[src/rtl/rc_pkg.sv]
package rc_pkg;
    localparam int RC_TAG_LSB = 28;
    localparam int RC_TAG_W   = 4;
    localparam int RC_TAG_RST = 1;
endpackage

[src/rtl/rc_wrap_step.sv]
module rc_wrap_step #(
    parameter int AW = 10
) (
    input  logic [AW-1:0] base,
    input  logic [AW-1:0] step,
    input  logic [AW-1:0] size,
    output logic [AW-1:0] nxt,
    output logic          wrapped
);
    logic [AW:0] sum;

    always_comb begin
        sum = {1'b0, base} + {1'b0, step};
        if (sum >= {1'b0, size}) begin
            sum = sum - {1'b0, size};
        end
        nxt     = sum[AW-1:0];
        wrapped = (sum[AW-1:0] == '0);
    end
endmodule

[src/rtl/rc_tag_match.sv]
module rc_tag_match #(
    parameter int DW    = 32,
    parameter int TAG_L = 28,
    parameter int TAG_W = 4
) (
    input  logic [DW-1:0]    word,
    input  logic [TAG_W-1:0] expect_tag,
    output logic             match
);
    localparam logic [DW-1:0] MASK = DW'((1 << TAG_W) - 1);
    logic [DW-1:0] field;

    always_comb begin
        field = (word >> TAG_L) & MASK;
        match = (field == {{(DW-TAG_W){1'b0}}, expect_tag});
    end
endmodule

[src/rtl/rc_occupancy.sv]
module rc_occupancy #(
    parameter int AW = 10
) (
    input  logic [AW-1:0] head,
    input  logic [AW-1:0] tail,
    input  logic [AW-1:0] size,
    input  logic [AW-1:0] step,
    output logic [AW-1:0] count
);
    logic [AW-1:0] span;

    always_comb begin
        if (head >= tail) begin
            span = head - tail;
        end else begin
            span = size - tail + head;
        end
        if (step == '0) begin
            count = '0;
        end else begin
            count = span / step;
        end
    end
endmodule

[src/rtl/ring_consumer.sv]
module ring_consumer
    import rc_pkg::*;
#(
    parameter int AW    = 10,
    parameter int DW    = 32,
    parameter int TAG_L = RC_TAG_LSB,
    parameter int TAG_W = RC_TAG_W
) (
    input  logic          clk,
    input  logic          rst_n,
    input  logic [AW-1:0] cfg_ring_words,
    input  logic [AW-1:0] cfg_entry_words,
    output logic [AW-1:0] mem_addr,
    input  logic [DW-1:0] mem_rdata,
    input  logic          get_req,
    output logic          entry_ok,
    output logic [AW-1:0] entry_addr,
    input  logic          count_req,
    input  logic          count_sync,
    input  logic [AW-1:0] hw_head,
    output logic [AW-1:0] valid_cnt,
    input  logic          end_req,
    output logic [AW-1:0] pub_tail
);
    typedef struct packed {
        logic [AW-1:0]    tail;
        logic [TAG_W-1:0] tag;
        logic [AW-1:0]    hp;
        logic [AW-1:0]    cnt;
        logic [AW-1:0]    pub;
    } st_t;

    st_t st_d, st_q;

    logic [AW-1:0]    tail_nxt;
    logic             tail_wrap;
    logic             tag_hit;
    logic [AW-1:0]    head_sel;
    logic [AW-1:0]    occ;
    logic [AW-1:0]    tail_q;
    logic [TAG_W-1:0] tag_q;
    logic [AW-1:0]    hp_q;

    assign tail_q = st_q.tail;
    assign tag_q  = st_q.tag;
    assign hp_q   = st_q.hp;

    assign mem_addr   = st_q.tail + cfg_entry_words - AW'(1);
    assign entry_addr = st_q.tail;
    assign entry_ok   = tag_hit;
    assign valid_cnt  = st_q.cnt;
    assign pub_tail   = st_q.pub;
    assign head_sel   = count_sync ? hw_head : st_q.hp;

    rc_tag_match #(.DW(DW), .TAG_L(TAG_L), .TAG_W(TAG_W)) u_match (
        .word       (mem_rdata),
        .expect_tag (st_q.tag),
        .match      (tag_hit)
    );

    rc_wrap_step #(.AW(AW)) u_step (
        .base    (st_q.tail),
        .step    (cfg_entry_words),
        .size    (cfg_ring_words),
        .nxt     (tail_nxt),
        .wrapped (tail_wrap)
    );

    rc_occupancy #(.AW(AW)) u_occ (
        .head  (head_sel),
        .tail  (st_q.tail),
        .size  (cfg_ring_words),
        .step  (cfg_entry_words),
        .count (occ)
    );

    always_comb begin
        st_d = st_q;
        if (get_req && tag_hit) begin
            st_d.tail = tail_nxt;
            if (tail_wrap) begin
                st_d.tag = st_q.tag + TAG_W'(1);
            end
        end
        if (count_req) begin
            st_d.cnt = occ;
            if (count_sync) begin
                st_d.hp = hw_head;
            end
        end
        if (end_req) begin
            st_d.pub = st_q.tail;
        end
    end

    always_ff @(posedge clk) begin
        if (!rst_n) begin
            st_q.tail <= '0;
            st_q.tag  <= TAG_W'(RC_TAG_RST);
            st_q.hp   <= '0;
            st_q.cnt  <= '0;
            st_q.pub  <= '0;
        end else begin
            st_q <= st_d;
        end
    end
endmodule

[config.mk]
export PLATFORM = sky130hd
export DESIGN_NAME = ring_consumer
export DESIGN_NICKNAME = d
export VERILOG_FILES = /design/src/rtl/rc_pkg.sv /design/src/rtl/rc_wrap_step.sv /design/src/rtl/rc_tag_match.sv /design/src/rtl/rc_occupancy.sv /design/src/rtl/ring_consumer.sv
export SDC_FILE = /design/constraint.sdc
export NUM_CORES = 1
export LEC_CHECK = 0
export BUFFER_PORTS_ARGS = -buffer_cell sky130_fd_sc_hd__buf_2
export CORE_ASPECT_RATIO = 1.4
export CORE_UTILIZATION = 54
export CTS_CLUSTER_DIAMETER = 60
export DETAILED_ROUTE_END_ITERATION = 6
export GPL_TIMING_DRIVEN = 0
export PLACE_DENSITY = 0.85
export SETUP_SLACK_MARGIN = 0.15
export SYNTH_ARGS = -nofsm -noshare
export SYNTH_HDL_FRONTEND = slang
export SYNTH_HIERARCHICAL = 1
export SYNTH_SLANG_ARGS = --single-unit
[constraint.sdc]
create_clock -name clk -period 18.3 [get_ports clk]
set_input_delay 2.745 -clock clk [delete_from_list [all_inputs] [get_ports clk]]
set_output_delay 2.745 -clock clk [all_outputs]
set_load 0.02 [all_outputs]
-- Word level (Yosys, flattened, before mapping)
Index checks and enable logic that the tools add are counted.
- order comparisons: 2
- div/mod/pow operators: 1
- equality and inequality tests: 1
- muxes and demuxes: 4
- reduce and logical (&&, ||, !) cells: 4
- add/sub/neg operators: 8
- operators with widths (operator ; number):
    $mux 10 ; 4
    $sub 10x10->10 ; 3
    $add 10x10->10 ; 2
    $logic_not 10->1 ; 2
    $add 10x10->11 ; 1
    $ge 11x10->1 ; 1
    $div 10x10->10 ; 1
    $ge 10x10->1 ; 1
    $sub 10x1->10 const B ; 1
    $add 4x1->4 const B ; 1
    $eq 4x4->1 ; 1
    $reduce_and 2->1 ; 1
    $logic_and 1x1->1 ; 1
- input port bits: 68
- word-level logic and storage cells: 25
- bits in registers: 44
- output and inout port bits: 41

-- Longest topological paths before layout
- word-level depth: 5
- gate-level depth with buffers: 82
- mapped depth without buffers: 79

-- Cells and area by module
The synthesis kept the hierarchy.
- by module, submodules not included (module ; times used ; cells each ; area an instance (um^2)):
    rc_occupancy ; 1 ; 564 ; 4022.6
    ring_consumer ; 1 ; 255 ; 2378.5
    rc_wrap_step ; 1 ; 145 ; 1148.6
    rc_tag_match ; 1 ; 5 ; 47.5

-- Worst setup path after synthesis
OpenSTA, ideal clock, no wires.
- path kind: input to register
- start: in count_sync
- end: reg st_q, in the netlist valid_cnt[0]
- setup slack: -0.083 ns
- required time: 18.184 ns
- library setup time: 0.116 ns
- stages: 78
- arrival: 18.267 ns
- cells stage by stage: buf_2 -> mux2_1 -> inv_1 -> ha_1 -> inv_1 -> fa_1 -> a21oi_2 -> a2111oi_4 -> or4_4 -> buf_6 -> o21ai_1 -> nand2_1 -> ha_1 -> a32oi_1 -> ha_1 -> o21a_1 -> nor2_1 -> or2_1 -> [42 not listed] -> ha_1 -> o21a_1 -> o21a_1 -> o2111ai_1 -> nand3_1 -> a31o_2 -> nand2_1 -> mux2i_1 -> ha_1 -> a21o_1 -> a21o_1 -> a21o_1 -> a21o_1 -> a21oi_1 -> o21ai_0 -> a21o_1 -> mux2i_1 -> nor2b_1
- word-level cells in the longest chain between the ends: 5
- RTL lines (item ; line ; text):
    start, declared ; ring_consumer.sv:19 ; input logic count_sync,
    $mux 10 * ; n/a ;
    net head_sel[0] ; ring_consumer.sv:38 ; logic [AW-1:0] head_sel;
    $add 10x10->10, or another cell as far along ; rc_occupancy.sv:16 ; span = size - tail + head;
    $mux 10 * ; rc_occupancy.sv:13 ; if (head >= tail) begin
    $div 10x10->10 * ; rc_occupancy.sv:21 ; count = span / step;
    $mux 10 * ; rc_occupancy.sv:18 ; if (step == '0) begin
    net occ[0] ; ring_consumer.sv:39 ; logic [AW-1:0] occ;
    end signal, assigned ; ring_consumer.sv:104 ; st_q <= st_d;
    end, declared ; ring_consumer.sv:33 ; st_t st_d, st_q;
The timed path passes the listed nets; every way through them passes the cells marked *.
A chain may end at the register's enable or synchronous reset.

-- Worst setup path in the final report
Same ends and word-level chain as after synthesis.

==> run summary <==
Outcome -> finished with violations
Failing checks -> DRC, setup timing
Setup Skew -> 0.0137 ns
Hold Path Origin -> pub_tail[4]
Number of diodes -> 0
GRT Total Usage -> 0.321
CTS Buffer Depth -> 2
Ys Warns -> 6
Final period utilization -> 1.02
Post-synth top area share -> 0.186
Most numerous cell in the Yosys netlist -> inv_1
Syn Area/Cell -> 7.84 sq um
Placeable Area -> 13600 sq um
Critical path data arrival time -> 18.85 ns
Worst hold slack -> 0.518 ns
Seq/Total Area, Yosys -> 0.116
Slowest CP cell -> or4_4
Post-route setup slack -> -0.364 ns
Primary FF master, synth -> dfxtp_1
Final period demand of the worst path -> 18.66 ns
Worst Max-Slew Pin Slew -> 1.03 ns
DR vias -> 8562
Final hold violations -> 0
Post-DP HPWL -> 16800 um
Hold Path Depth -> 2
Port bufs -> 77
Hold WC Path Type -> flip-flop to flip-flop
Post-synth EDFFs -> 0
Vias in the first global route -> 7831
CP most frequent cell -> a21o_1
Synth Cell Area -> 7600 sq um
Footprint of the multi-input gates -> 6670 sq um
Crit path from -> count_sync
Worst EP required -> 18.49 ns
Nets@finish -> 1315
P&R area growth vs syn -> 24.9%
Synth Instances -> 969
Cell variety after synth -> 91
Row count -> 50
First-pass GRT wire length -> 36600 um
# IOs -> 109
CP Class -> input port to flip-flop
PD cells -> 104 nW/um^2
Seq. cell area -> 881 sq um
Residual DRC -> 3
Vias/cell -> 6.57
Area leader, netlist -> ha_1
Fraction of layout cells with a size suffix above 1 -> 0.273
Largest net degree at the start of global routing -> 16
Drt wl/cell -> 21.3 um
Element type at the critical path end -> flip-flop
Worst reg2reg path startpoint -> hp_q[4]
Clk Latency, worst-skew pair -> 0.30 ns
CTS tree -> done
Critical path fanouts, max -> 10
DRT iter0 DRCs -> 817
Die Width -> 102 um
Total die area -> 14600 sq um
Largest stage delay, worst path -> 0.55 ns
Final core utilization -> 0.699
Final setup fails -> 1
Antenna viol nets, final -> 0
R2R depth -> 78
Initial Utilization -> 0.560
Most common library cells after synthesis -> inv_1, ha_1, nand2_1
Relative slew margins -> 0.309
Die H -> 142 um
Startpoint Class -> input port
WL final -> 27800 um
Max Freq -> 53.6 MHz
TritonCTS Buffers -> 5
FILL cells -> 934
Routability cong. -> 0.946
Grt total ovfl -> 0
Synth top area cells -> ha_1, dfxtp_1, inv_1
Async SR Flop Fraction -> 0
Worst-path clk slew -> 0.07 ns
Root Driver -> clkbuf_16
Mapped Nets -> 1163
Initial antenna violation count -> 0
First drt pass iteration count -> 7
Clk sinks -> 44
Slew Limit Fails -> 0
Leak Pwr -> 0.00453 uW
Synth Register Bits -> 44
Maximum vdd drop -> 63.7 uV
Maxcap violations -> 0
Number of H-tree levels -> 2
[through the flow]
stage | setup TNS, ns | worst slack (ns) | total power, uW | instance area [sq um] | std cells
final | -0.364 | -0.364 | 983 | 9490 | 1304
after global placement | -2.94 | -2.17 | 629 | 8220 | 1228
after global routing | -0.512 | -0.512 | 1030 | 9490 | 1304
after floorplan | 0 | 0.194 | 541 | 7610 | 969
after CTS | 0 | 0.158 | 817 | 8840 | 1269
after detailed placement | -3.63 | -2.52 | 646 | 8220 | 1228
[cells in the final DEF, fill, tap and decap left out, types with 16 or more instances in the layout]
| master | instances |
|---|---|
| nand3_1 | 20 |
| buf_2 | 82 |
| xor2_1 | 25 |
| o21ai_0 | 19 |
| inv_1 | 127 |
| nand2_1 | 67 |
| o21a_1 | 18 |
| ha_1 | 99 |
| a21oi_1 | 31 |
| nor2_1 | 56 |
| xnor2_1 | 30 |
| buf_4 | 67 |
| mux2i_1 | 45 |
| a21o_1 | 18 |
| a21boi_1 | 16 |
| nor3_1 | 20 |
| nor2b_1 | 38 |
| dfxtp_1 | 44 |
[cell type report]
| cell class | count | share of cell area |
|---|---|---|
| Multi-Input combinational cell | 772 | 0.703 |
| Timing Repair Buffer | 145 | 0.0952 |
| Sequential cell | 44 | 0.0929 |
| Inverter | 135 | 0.0534 |
| Tap cell | 182 | 0.0240 |
| Clock buffer | 5 | 0.0132 |
| Buffer | 18 | 0.0131 |
| Clock inverter | 3 | 0.00488 |
[power by group]
part           leakage [uW]  switching [uW]  internal [uW]
logic               0.00410             425            346
clock network     0.0000804            45.6           65.1
registers          0.000356            2.97           99.1
[flip-flops by register name, summed over array words and instances, names as in the netlist]
signal      flops
hp_q           10
entry_addr     10
pub_tail       10
tag_q           4
valid_cnt      10
[critical path: cells and delay by family]
kind / cells / cell delay, ns
AOI/OAI and AO/OA: 37 / 7.09
adders and majority gates: 12 / 3.17
buffers and inverters: 7 / 0.90
muxes: 5 / 1.22
and+or+nand+nor: 18 / 3.68
[final timing paths]
kind | end | slack [ns]
max | valid_cnt[0] | -0.36
min | pub_tail[4] | 0.52
max reg2reg | valid_cnt[0] | 1.92
min reg2reg | pub_tail[4] | 0.52
[layer usage]
metal  track usage  wire (um)  part of all wire  vias up
met2         0.567      13300              0.48      685
met1         0.326       9200              0.33     3881
met3        0.0540       2480             0.089      272
met5             0          0                 0        -
li1              -          -                 -     3724
met4         0.257       2830              0.10        0
[repair_timing]
action	in CTS	in global routing
buffers inserted	33	35
endpoints found under the setup margin	2	1
hold buffers	0	0
pin swaps	18	44
gates resized for setup	51	85
[cell families (layout without fill, tap and decap cells)]
group	after synthesis	after routing	synth area share
fa+ha+maj	126	126	0.220
compound gates	223	223	0.217
buf+inv	153	306	0.0792
mux	69	69	0.0972
flops	44	44	0.116
xor+xnor	56	56	0.0655
simple gates	298	298	0.205
(Power assumes the default switching activity.)
